**config.mk**
```make
export PLATFORM = sky130hd
export DESIGN_NAME = tick_timer_trio
export DESIGN_NICKNAME = d
export VERILOG_FILES = /design/src/rtl/tt_pkg.sv /design/src/rtl/tt_prescale.sv /design/src/rtl/tt_lane.sv /design/src/rtl/tick_timer_trio.sv
export SDC_FILE = /design/constraint.sdc
export NUM_CORES = 1
export LEC_CHECK = 0
export ABC_AREA = 1
export BUFFER_PORTS_ARGS = -buffer_cell sky130_fd_sc_hd__buf_2
export CAP_MARGIN = 20
export CORE_ASPECT_RATIO = 0.7
export CORE_MARGIN = 5
export CORE_UTILIZATION = 45
export CTS_BUF_LIST = sky130_fd_sc_hd__clkbuf_4
export DETAILED_ROUTE_END_ITERATION = 10
export GPL_ROUTABILITY_DRIVEN = 1
export SLEW_MARGIN = 5
export SYNTH_ARGS = -nofsm -noshare
export SYNTH_HDL_FRONTEND = slang
export SYNTH_SLANG_ARGS = --single-unit
export TNS_END_PERCENT = 50
```
**constraint.sdc**
```tcl
create_clock -name clk -period 2.4 [get_ports clk]
set_clock_uncertainty 0.05 [all_clocks]
set_input_delay 0.48 -clock clk [delete_from_list [all_inputs] [get_ports clk]]
set_output_delay 0.48 -clock clk [all_outputs]
set_load 0.01 [all_outputs]
```
**src/rtl/tt_pkg.sv**
```systemverilog
package tt_pkg;
  parameter int unsigned TT_PER_W = 8;
  parameter int unsigned TT_CNT_W = 4;

  // divider value one tick later, modulo 2^TT_PER_W
  function automatic logic [TT_PER_W-1:0] tt_div_inc(input logic [TT_PER_W-1:0] d);
    return d + 1'b1;
  endfunction

  // true when the next tick completes one period (period 0 stands for 2^TT_PER_W)
  function automatic logic tt_hit(input logic [TT_PER_W-1:0] d,
                                  input logic [TT_PER_W-1:0] p);
    return tt_div_inc(d) == p;
  endfunction

  // counter update: increment wins over a clear, clear alone gives zero
  function automatic logic [TT_CNT_W-1:0] tt_cnt_next(input logic [TT_CNT_W-1:0] c,
                                                      input logic inc,
                                                      input logic clr);
    logic [TT_CNT_W-1:0] r;
    if (inc) r = clr ? TT_CNT_W'(1) : c + 1'b1;
    else if (clr) r = '0;
    else r = c;
    return r;
  endfunction
endpackage

```
**src/rtl/tt_prescale.sv**
```systemverilog
module tt_prescale #(
  parameter int unsigned DIV = 128
) (
  input  logic clk,
  input  logic rst_n,
  output logic tick_o
);
  localparam int unsigned PW = (DIV > 1) ? $clog2(DIV) : 1;
  localparam logic [PW-1:0] LAST = PW'(DIV - 1);

  logic [PW-1:0] pcnt_q;

  assign tick_o = (pcnt_q == LAST);

  always_ff @(posedge clk or negedge rst_n) begin
    if (!rst_n) pcnt_q <= '0;
    else if (tick_o) pcnt_q <= '0;
    else pcnt_q <= pcnt_q + 1'b1;
  end


  tick_spacing_chk: assert property (@(posedge clk) disable iff (!rst_n)
    tick_o |=> !tick_o || (DIV == 1));
endmodule

```
**src/rtl/tt_lane.sv**
```systemverilog
module tt_lane
  import tt_pkg::*;
#(
  parameter int unsigned PRE = 128
) (
  input  logic                clk,
  input  logic                rst_n,
  input  logic                en_i,
  input  logic                per_we_i,
  input  logic [TT_PER_W-1:0] per_d_i,
  input  logic                clear_i,
  output logic [TT_CNT_W-1:0] cnt_o
);
  logic                tick;
  logic                en_q;
  logic                en_rise;
  logic                inc;
  logic [TT_PER_W-1:0] per_q;
  logic [TT_PER_W-1:0] div_q;
  logic [TT_CNT_W-1:0] cnt_q;

  tt_prescale #(.DIV(PRE)) u_pre (
    .clk   (clk),
    .rst_n (rst_n),
    .tick_o(tick)
  );

  assign en_rise = en_i & ~en_q;
  assign inc     = en_i & ~en_rise & tick & tt_hit(div_q, per_q);
  assign cnt_o   = cnt_q;

  always_ff @(posedge clk or negedge rst_n) begin
    if (!rst_n) en_q <= 1'b0;
    else en_q <= en_i;
  end

  always_ff @(posedge clk or negedge rst_n) begin
    if (!rst_n) per_q <= '0;
    else if (per_we_i && (per_d_i != per_q)) per_q <= per_d_i;
  end

  always_ff @(posedge clk or negedge rst_n) begin
    if (!rst_n) div_q <= '0;
    else if (en_rise) div_q <= '0;
    else if (en_i && tick) div_q <= inc ? '0 : tt_div_inc(div_q);
  end

  always_ff @(posedge clk or negedge rst_n) begin
    if (!rst_n) cnt_q <= '0;
    else if (en_rise) cnt_q <= '0;
    else cnt_q <= tt_cnt_next(cnt_q, inc, clear_i);
  end


  cnt_wrap_chk: assert property (@(posedge clk) disable iff (!rst_n)
    (inc && !clear_i && (cnt_q == {TT_CNT_W{1'b1}})) |=> (cnt_q == '0));

  rd_clear_chk: assert property (@(posedge clk) disable iff (!rst_n)
    (clear_i && !inc) |=> (cnt_q == '0));

  idle_hold_chk: assert property (@(posedge clk) disable iff (!rst_n)
    (!en_i && !clear_i) |=> ($stable(cnt_q) && $stable(div_q)));

  enable_rise_chk: assert property (@(posedge clk) disable iff (!rst_n)
    en_rise |=> ((cnt_q == '0) && (div_q == '0)));

  clear_collide_chk: assert property (@(posedge clk) disable iff (!rst_n)
    (inc && clear_i) |=> (cnt_q == TT_CNT_W'(1)));

  period_done_chk: assert property (@(posedge clk) disable iff (!rst_n)
    inc |=> (div_q == '0));
endmodule

```
**src/rtl/tick_timer_trio.sv**
```systemverilog
module tick_timer_trio
  import tt_pkg::*;
#(
  parameter int unsigned PRE_SLOW = 128,
  parameter int unsigned PRE_FAST = 16,
  parameter int unsigned N_TMR    = 3
) (
  input  logic                      clk,
  input  logic                      rst_n,
  input  logic [N_TMR-1:0]          tmr_en,
  input  logic [N_TMR-1:0]          per_wr,
  input  logic [TT_PER_W-1:0]       per_data,
  input  logic [N_TMR-1:0]          cnt_rd,
  input  logic [N_TMR-1:0]          cnt_clr,
  output logic [TT_CNT_W-1:0]       rd_data,
  output logic [N_TMR*TT_CNT_W-1:0] cnt_val
);
  logic [TT_CNT_W-1:0] lane_cnt [N_TMR];

  for (genvar g = 0; g < N_TMR; g++) begin : g_lane
    localparam int unsigned LPRE = (g == N_TMR - 1) ? PRE_FAST : PRE_SLOW;
    tt_lane #(.PRE(LPRE)) u_lane (
      .clk     (clk),
      .rst_n   (rst_n),
      .en_i    (tmr_en[g]),
      .per_we_i(per_wr[g]),
      .per_d_i (per_data),
      .clear_i (cnt_rd[g] | cnt_clr[g]),
      .cnt_o   (lane_cnt[g])
    );
    assign cnt_val[g*TT_CNT_W +: TT_CNT_W] = lane_cnt[g];
  end

  always_comb begin
    rd_data = '0;
    for (int i = N_TMR - 1; i >= 0; i--) begin
      if (cnt_rd[i]) rd_data = lane_cnt[i];
    end
  end


  rd_idle_zero_chk: assert property (@(posedge clk) disable iff (!rst_n)
    (cnt_rd == '0) |-> (rd_data == '0));
endmodule

```
Word level (Yosys, flattened, before mapping)
Cells that the tools add are included.
{ "word_totals": {"n_memories": 0, "output_inout_bits": 16, "elab_cells": 93, "ramBits": 0, "latchBits": 0, "inputBits": 22, "register_bits": 81, "romBits": 0} }
{ "classes": {"shifts": 0, "add_sub_neg": 9, "n_reduce_logical": 12, "mul": 0, "bitwise_logic": 21, "mux": 27, "order_cmp": 0, "div_mod_pow": 0, "eq_ne": 9} }
{ "op_table": {"columns": ["cell", "n"], "rows": [
  ["$mux 8", 9],
  ["$mux 4", 16],
  ["$add 8x1->8 const B", 3],
  ["$eq 8x8->1", 3],
  ["$ne 8x8->1", 3],
  ["$add 4x1->4 const B", 4],
  ["$add 7x1->7 const B", 2],
  ["$eq 7x7->1 const B", 2],
  ["$mux 7", 2],
  ["$and 1x1->1", 12],
  ["$reduce_bool 3->1", 3],
  ["$logic_and 1x1->1", 6],
  ["$not 1->1", 6],
  ["$reduce_bool 2->1", 3],
  ["$eq 4x4->1 const B", 1],
  ["$or 1x1->1", 3]
]} }

Logic depth before layout (Yosys ltp)
Gate-level depths: netlist of run 1.
{ "depth": {"ltp_word": 9, "mapped_depth": 14, "mapped_depth_nobuf": 14} }

Modules after synthesis
From an unflattened synthesis of run 1, not the netlist that was laid out.
{ "unflattened": {"hier_cells": 717, "hier_area_um2": 5228.8} }
{ "modules_own_cells": {"columns": ["mod", "instances", "seq_area_each_um2", "cells_each", "area_each_um2"], "rows": [
  ["tt_lane", 3, 525.5, 199, 1431.4],
  ["tt_prescale (g_lane[0].u_lane.u_pre ...)", 2, 175.2, 36, 312.8],
  ["tt_prescale (g_lane[2].u_lane.u_pre)", 1, 100.1, 15, 170.2],
  ["tick_timer_trio", 1, 0.0, 33, 138.9]
]} }

Least setup slack after synthesis of run 1
Ideal clock, no wire load.
{ "synth_timing": {"path_kind": "reg2reg", "from": "reg g_lane[0].u_lane.div_q[0]", "to": "reg g_lane[0].u_lane.cnt_q[3]", "synth_period_minus_slack_ns": 1.770, "required_time_ns": 2.232, "n_path_buf": 1, "setup_ns": 0.118, "arrival_ns": 1.602, "stages_incl_launch_ff": 13, "path_slack_ns": 0.630, "cell_sequence": "dfrtp_1 > ha_1 > nand2_1 > clkinv_1 > o21ai_0 > nand2_1 > inv_1 > nand3_1 > nor2_2 > nand3_2 > buf_6 > nand4_1 > nand2_1"} }
{ "synth_between": {"elab_chain_len": 5, "elab_cells_between_ends": 6, "cone_classes": "add/sub: 1; eq/ne: 1; mux: 2; bitwise: 1; reduce/logical: 1"} }
{ "synth_rtl": {"columns": ["element", "line_no", "text"], "rows": [
  ["from (decl)", "tt_lane.sv:19", "logic [TT_PER_W-1:0] div_q;"],
  ["from (signal assigned)", "tt_lane.sv:45", "else if (en_i && tick) div_q <= inc ? '0 : tt_div_inc(div_q);"],
  ["$add 8x1->8 *", "tt_pkg.sv:7", "return d + 1'b1;"],
  ["$eq 8x8->1 *", "tt_pkg.sv:13", "return tt_div_inc(d) == p;"],
  ["$and 1x1->1 *", "tt_lane.sv:29", "assign inc = en_i & ~en_rise & tick & tt_hit(div_q, per_q);"],
  ["$mux 4", "tt_pkg.sv:21", "if (inc) r = clr ? TT_CNT_W'(1) : c + 1'b1;"],
  ["$mux 4", "tt_lane.sv:50", "else if (en_rise) cnt_q <= '0;"],
  ["to (signal assigned)", "tt_lane.sv:51", "else cnt_q <= tt_cnt_next(cnt_q, inc, clear_i);"],
  ["to (decl)", "tt_lane.sv:20", "logic [TT_CNT_W-1:0] cnt_q;"]
]} }
Every way passes the cells marked *; elsewhere a longest branch is shown, timed or not.
A chain may end at the register's enable or synchronous reset.

Worst setup path after layout of run 1
{ "layout_timing": {"from": "reg g_lane[1].u_lane.div_q[0]", "to": "reg g_lane[1].u_lane.div_q[3]"} }
{ "layout_between": {"elab_chain_len": 6} }
{ "layout_rtl": {"columns": ["element", "line_no", "text"], "rows": [
  ["from (decl)", "tt_lane.sv:19", null],
  ["from (signal assigned)", "tt_lane.sv:45", null],
  ["$add 8x1->8 *", "tt_pkg.sv:7", null],
  ["$eq 8x8->1", "tt_pkg.sv:13", null],
  ["$and 1x1->1", "tt_lane.sv:29", null],
  ["$mux 8 * (2 in series)", "tt_lane.sv:45", null],
  ["$mux 8 *", "tt_lane.sv:44", "else if (en_rise) div_q <= '0;"]
]} }
Every way passes the cells marked *; elsewhere a longest branch is shown, timed or not. The select of a mux whose other input is x is not followed.

==> results of run 1 <==
## critical path, cell delays in order, from the launching register on
cell     delay, ns
dfrtp_1       0.48
ha_1          0.26
nand3_2       0.12
o21ai_2       0.19
nand2_1       0.14
nand2_1       0.09
nand2_1       0.08
nor2_4        0.13
nand3_4       0.14
nand3_1       0.11
o21ai_0       0.12
## Yosys cell counts
cell type,instances
dfrtp_1,81
a31oi_1,1
nand3_4,1
nor2_1,68
clkinv_1,3
buf_2,3
nor2_2,9
o2111ai_1,1
inv_2,4
o21bai_1,2
nand3b_1,4
xnor3_1,1
or2_0,1
clkbuf_1,1
nand2_2,5
xor2_1,13
ha_1,9
nand2_1,197
nand3_2,7
buf_6,1
nand4_1,32
nand3_1,64
xnor2_1,14
a21oi_1,16
o31ai_2,1
nor3_1,6
o21ai_1,12
nor2_4,6
o21ai_2,1
and3_1,2
inv_1,84
or2_2,2
nand2_4,1
o21ai_0,32
## worst paths after layout
path	start	end	slack (ns)	cells past startpoint
worst max-delay path	g_lane[1].u_lane.div_q[0]	g_lane[1].u_lane.div_q[3]	0.36	10
worst min register to register	g_lane[0].u_lane.u_pre.pcnt_q[0]	g_lane[0].u_lane.u_pre.pcnt_q[0]	0.41	1
worst max register to register	g_lane[1].u_lane.div_q[0]	g_lane[1].u_lane.div_q[3]	0.36	10
min in group asynchronous	rst_n	g_lane[0].u_lane.per_q[6]	0.49	2
worst min-delay path	tmr_en[1]	g_lane[1].u_lane.en_q	0.13	1
max in group asynchronous	rst_n	g_lane[1].u_lane.div_q[2]	1.21	3
## sequential cells by signal, summed over array words and instances, names as in the netlist
name	count
g_lane.u_lane.cnt_o	12
g_lane.u_lane.div_q	24
g_lane.u_lane.en_q	3
g_lane.u_lane.per_q	24
g_lane.u_lane.u_pre.pcnt_q	18
## through the flow
stage | hold WS, ns | setup WS, ns | cell area (um2) | utilization (%) | cells
floorplan | 0.134 | 0.630 | 4980 | - | 685
global placement | 0.389 | 0.397 | 5390 | 49.3 | 876
detailed placement | 0.405 | 0.405 | 5390 | 49.3 | 876
CTS | 0.0956 | 0.374 | 5530 | 50.6 | 892
global route | 0.0754 | 0.0800 | 5530 | 50.6 | 892
finish | 0.125 | 0.358 | 5530 | 50.6 | 892
## kinds of logic (layout without fill, tap and decap cells)
logic type                 count (synthesis)  after routing
DFF                                       81             81
xor gates and xnor gates                  28             28
and+or+nand+nor                          405            405
adders and majority gates                  9              9
buffers and inverters                     96            150
AOI/OAI and AO/OA                         66             66
## cells in the final DEF (no fill, tap or decap), drive strengths merged
master       instances
a21oi               16
o21ai               45
buf                 43
xnor3                1
ha                   9
xor2                13
nor3                 6
clkbuf              11
or2                  3
o21bai               2
o31ai                1
bufinv               1
nand2              203
nand3               72
nand4               32
a31oi                1
xnor2               14
nor2                83
dfrtp               81
dlygate4sd3          1
o2111ai              1
inv                 88
and3                 2
nand3b               4
clkinv               6
## metal layers
layer	track usage (%)	wire length [um]
met1	31.0	6470
met2	27.2	5100
met3	5.30	677
met4	3.33	95
met5	0	0
## repair_timing
item / CTS / global route
resized for setup: 0 / 1
endpoints found under the setup margin: 0 / 1
setup buffers: 0 / 0
hold buffers: 1 / 0
hold endpoints to repair: 34 / 0
## power by group through the flow
stage | registers, mW | logic, mW | clock network, mW
6_report | 1.48 | 0.411 | 0.790
5_1_grt | 1.49 | 0.475 | 0.881
4_1_cts | 1.48 | 0.413 | 0.822
3_5_place_dp | 1.51 | 0.409 | 0
3_3_place_gp | 1.51 | 0.404 | 0
2_1_floorplan | 1.49 | 0.272 | 0
## cell type report
cell class | instances | area [um2] | share of cell area, %
Clock buffer | 11 | 82.6 | 1.49
Clock inverter | 4 | 45.0 | 0.814
Inverter | 91 | 342 | 6.17
Multi-Input combinational cell | 508 | 2590 | 46.8
Sequential cell | 81 | 2030 | 36.6
Tap cell | 153 | 191 | 3.46
Timing Repair Buffer | 44 | 255 | 4.61
==> out/results.tsv, run 1 <==
metric	value	unit
die_width	136	um
synthSimpleGateAreaFrac	37.3	%
rsz0062_at_grt	false	
num_vias	4523	
cts_tree	yes	
p_seq_share	55.3	%
antenna_cells	0	
grt_pass1_wl	20.9	mm
cts_root_buf	clkbuf_4	
crit_type	register to register	
port_buffers	37	
drcViolationCount	0	
yosysTopAreaCell	dfrtp_1	
synth_top_cell_area_share	40.7	%
drt_iter0_drc	321	
core	10900	um2
p_leak	2.78	nW
num_rows	32	
fmax	0.490	GHz
crit_arrival	2.30	ns
comb_power_share	15.3	%
clkSinkCount	81	
yosysSeqAreaShare	40.7	%
routedWlPerCell	13.8	um
slew_headroom	67.4	%
critical_path_required	2.66	ns
grt_max_degree	37	
die_area	13300	um2
maxCapViolations	0	
synth_seq_cells	81	
synth_fp_nets	716	
status	complete, no violations	
finalHoldViolations	0	
clockBufferDepth	2	
post-route-period-util	85.1	%
antenna_found_initial	0	
ioPinCount	38	
synth_top_family_by_area	simple AND/OR/NAND/NOR gates	
yosysWarnings	0	
peakVddDrop	0.400	mV
worstSetupEndpointType	register	
start_kind	register	
drt.antenna.violating_nets	0	
final.setup.tns	0	ns
p_sw_share	29.6	%
cts_inserted_buffers	9	
muxShareOfSynthArea	0	%
synth.avg_cell_area	7.27	um2
synthXorXnorAreaFrac	5.20	%
start_util	45.6	%
grt_pass1_vias	4079	
routabilityCongestion	0.889	
ys_types	34	
drive_gt1_share	12.9	%
period_needed	2.04	ns
worstMarginPinSlew	0.489	ns
overflow	0	
power.switching	0.795	mW
drv_slew	0	
viasPerCell	5.07	
intPower	1.89	mW
critPathMaxFanout	10	
synth_compound_area_share	7.06	%
p_total	2.69	mW
syn_area	4980	um2
power.density	485	nW/um2
h-tree-depth	3	
postSynthCellCount	685	
syn_to_final_growth	11.1	%
grtUsageTotal	19.7	%
hpwl	9.85	mm
fill_cells	1092	
nets	766	
power.share.clock	29.4	%
clk_pin_slew	0.11	ns
synthTopCellsByArea	dfrtp_1 41%, nand2_1 15%, nand3_1 6.4%	
clock_latency	0.44	ns
hp-class	input pin to register	
setup_viol	0	
dr.pass1.iters	5	
wl	12.3	mm
yosys.area_share.adder	2.26	%
die_h	98.0	um
Note: power is estimated with default switching activity, not from simulation.
==> run 2: changes to the inputs <==
- CORE_ASPECT_RATIO: 0.7 -> 0.6
- SYNTH_HIERARCHICAL: default -> 1
==> out/results.tsv, run 2 <==
metric	value	unit	change
fmax	0.469	GHz	-4.2%
power.density	472	nW/um2	-2.7%
synth_most_common_cell	nand2_1		
synth_common_cells	179 x nand2_1, 105 x nand3_1, 81 x dfrtp_1, 81 x inv_1, 75 x nor2_1		
maxCapViolations	0		unchanged
rsz0062_at_grt	false		
ioPinCount	38		unchanged
crit_type	register to register		
die_width	149	um	+9.9%
synth.avg_cell_area	7.29	um2	+0.26%
h-tree-depth	3		unchanged
drt.antenna.violating_nets	0		unchanged
clk_pin_slew	0.13	ns	+0.02 ns
cts_inserted_buffers	9		unchanged
critPathTopFamily	simple AND/OR/NAND/NOR gates		
fill_cells	1130		+3.5%
syn_to_final_growth	11.1	%	about the same
holdBufCountCts	1		unchanged
clkSinkCount	81		unchanged
cp_slowest_cell	dfrtp_1		
overflow	0		unchanged
yosysTopAreaCell	dfrtp_1		
slowest_delay	0.40	ns	-0.08 ns
die_area	13900	um2	+4.8%
status	complete, no violations		
synth_top_cell_area_share	38.8	%	-1.9 points
start_util	46.1	%	+0.54 points
grtUsageTotal	20.6	%	+0.90 points
wl	13.6	mm	+10%
slew_headroom	52.8	%	-15 points
setup_viol	0		unchanged
viasPerCell	5.10		+0.52%
cts_tree	yes		
worstMarginPinSlew	0.703	ns	+0.214 ns
grt_pass1_vias	4378		+7.3%
drt_iter0_drc	374		+17%
critPathMaxFanout	6		-4
final.setup.tns	0	ns	unchanged
antenna_found_initial	0		unchanged
synth-edff-count	0		unchanged
holdWs	0.118	ns	-0.00735 ns
path_buf_inv	2		+2
dr.pass1.iters	5		unchanged
start_kind	register		
worstSetupEndpointType	register		
period_needed	2.13	ns	+0.0884 ns
post-route-period-util	88.8	%	+3.7 points
antenna_cells	0		unchanged
reg2reg_setup_slack	0.27	ns	-0.09 ns
synth_top_flop_cell	dfrtp_1		
routedWlPerCell	14.6	um	+5.5%
finalHoldViolations	0		unchanged
routabilityCongestion	0.980		+10%
core	11300	um2	+3.7%
hp-class	input pin to register		
cts_root_buf	clkbuf_4		
clockBufferDepth	2		unchanged
yosysWarnings	6		+6
syn_area	5230	um2	+4.9%
post_cts_buffers	0		unchanged
cpMostUsedCell	nand3_1		
num_vias	4740		+4.8%
hpwl	10.6	mm	+7.8%
grt_pass1_wl	22.7	mm	+8.3%
reg.largest.list	g_lane.u_lane/div_q: 24 flops, g_lane.u_lane/per_q: 24 flops, g_lane.u_lane/u_pre/pcnt_q: 18 flops		
ys_types	32		-5.9%
path_cells	ha_1 -> nand2_1 -> inv_1 -> nand3_1 -> inv_2 -> nand2_1 -> nor2_1 -> nand3_1 -> nor2_2 -> nand3_2 -> nor2_4 -> nand2_4 -> nand3_1 -> o21ai_0		
num_rows	30		-6.3%
p_leak	2.85	nW	+2.6%
die_h	93.5	um	-4.6%
yosysSeqAreaShare	38.8	%	-1.9 points
clock_latency	0.44	ns	about the same
layout_commonest_cell	nand2_1		
drv_slew	0		unchanged
nets	796		+3.9%
synthTopCellsByArea	dfrtp_1 39%, nand2_1 13%, nand3_1 10%		
peakVddDrop	0.290	mV	-28%
synth_fp_nets	748		+4.5%
ctsResizeCount	0		unchanged
grt_max_degree	37		unchanged
critical_path_required	2.65	ns	about the same
postSynthCellCount	717		+4.7%
drive_gt1_share	17.5	%	+4.7 points
async_flop_share	100	%	unchanged
final_cell_mix	179 x nand2_1, 105 x nand3_1, 81 x inv_1, 81 x dfrtp_1, 75 x nor2_1		
drcViolationCount	0		unchanged
port_buffers	37		unchanged
synth_seq_cells	81		unchanged
crit_arrival	2.38	ns	+0.08 ns
==> run 2: cell count changes in the layout (fill, tap and decap cells not counted), moves of 5 or more <==
cell	previous run	this run
o21ai_1	12	3
o21ai_0	32	21
nand2_2	5	19
xor2_1	13	8
o22ai_1	0	15
nand4_1	32	10
nor2_2	9	15
nand2_1	197	179
nand2_4	1	6
nand3_1	64	105
nor2_1	68	75
==> run 2: worst paths after layout <==
check | start | to | cells after the start
worst min-delay path | tmr_en[0] | g_lane[0].u_lane/en_q | 1
min in group asynchronous | rst_n | g_lane[2].u_lane/div_q[0] | 2
worst min register to register | g_lane[1].u_lane/u_pre/pcnt_q[0] | g_lane[1].u_lane/u_pre/pcnt_q[0] | 1
max in group asynchronous | rst_n | g_lane[1].u_lane/per_q[1] | 3
worst max register to register | g_lane[0].u_lane/u_pre/pcnt_q[0] | g_lane[0].u_lane/div_q[0] | 14
worst max-delay path | g_lane[0].u_lane/u_pre/pcnt_q[0] | g_lane[0].u_lane/div_q[0] | 14
==> run 2: final cells by class <==
cell class                 count  area (um2)  area share (%)
clock buffer                  11        82.6            1.42
clock inverter                 5        80.1            1.38
inverter                      90         353            6.07
multi-input combinational    539        2810            48.4
sequential                    81        2030            34.9
tap                          160         200            3.45
timing repair buffer          44         255            4.39
==> run 2: logic make-up (layout without fill, tap and decap cells) <==
kind of cell / Yosys count / count (layout) / share of synthesized area (%)
buffers and inverters: 97 / 150 / 7.47
DFF: 81 / 81 / 38.8
adders and majority gates: 9 / 9 / 2.15
xor gates and xnor gates: 26 / 26 / 4.36
and+or+nand+nor: 447 / 447 / 41.0
AOI/OAI and AO/OA: 57 / 57 / 6.25
==> run 2: power by group <==
group / total [mW] / internal, mW / switching, mW / leakage, nW
Combinational: 0.361 / 0.126 / 0.235 / 1.73
Sequential: 1.46 / 1.41 / 0.0540 / 1.04
Clock: 0.923 / 0.444 / 0.478 / 0.0831
Total: 2.74 / 1.98 / 0.767 / 2.85
==> run 2: per-stage QoR <==
stage	setup slack (ns)	util, %	total power [mW]	cell area (um2)	instances
global placement	0.294	49.7	1.84	5640	913
finish	0.270	51.2	2.74	5810	930
floorplan	0.555	-	1.70	5230	717
CTS	0.264	51.2	2.79	5810	930
detailed placement	0.303	49.7	1.84	5640	913
global route	0.0304	51.2	2.91	5810	930
==> run 2: metal layers <==
layer	vias up	share of wire (%)	global-route usage, %	wire [um]
met3	11	7.1	5.08	960
li1	2411	-	-	-
met5	-	0	0	0
met2	133	39	28.1	5350
met1	2185	53	32.4	7130
met4	0	0.92	4.27	125
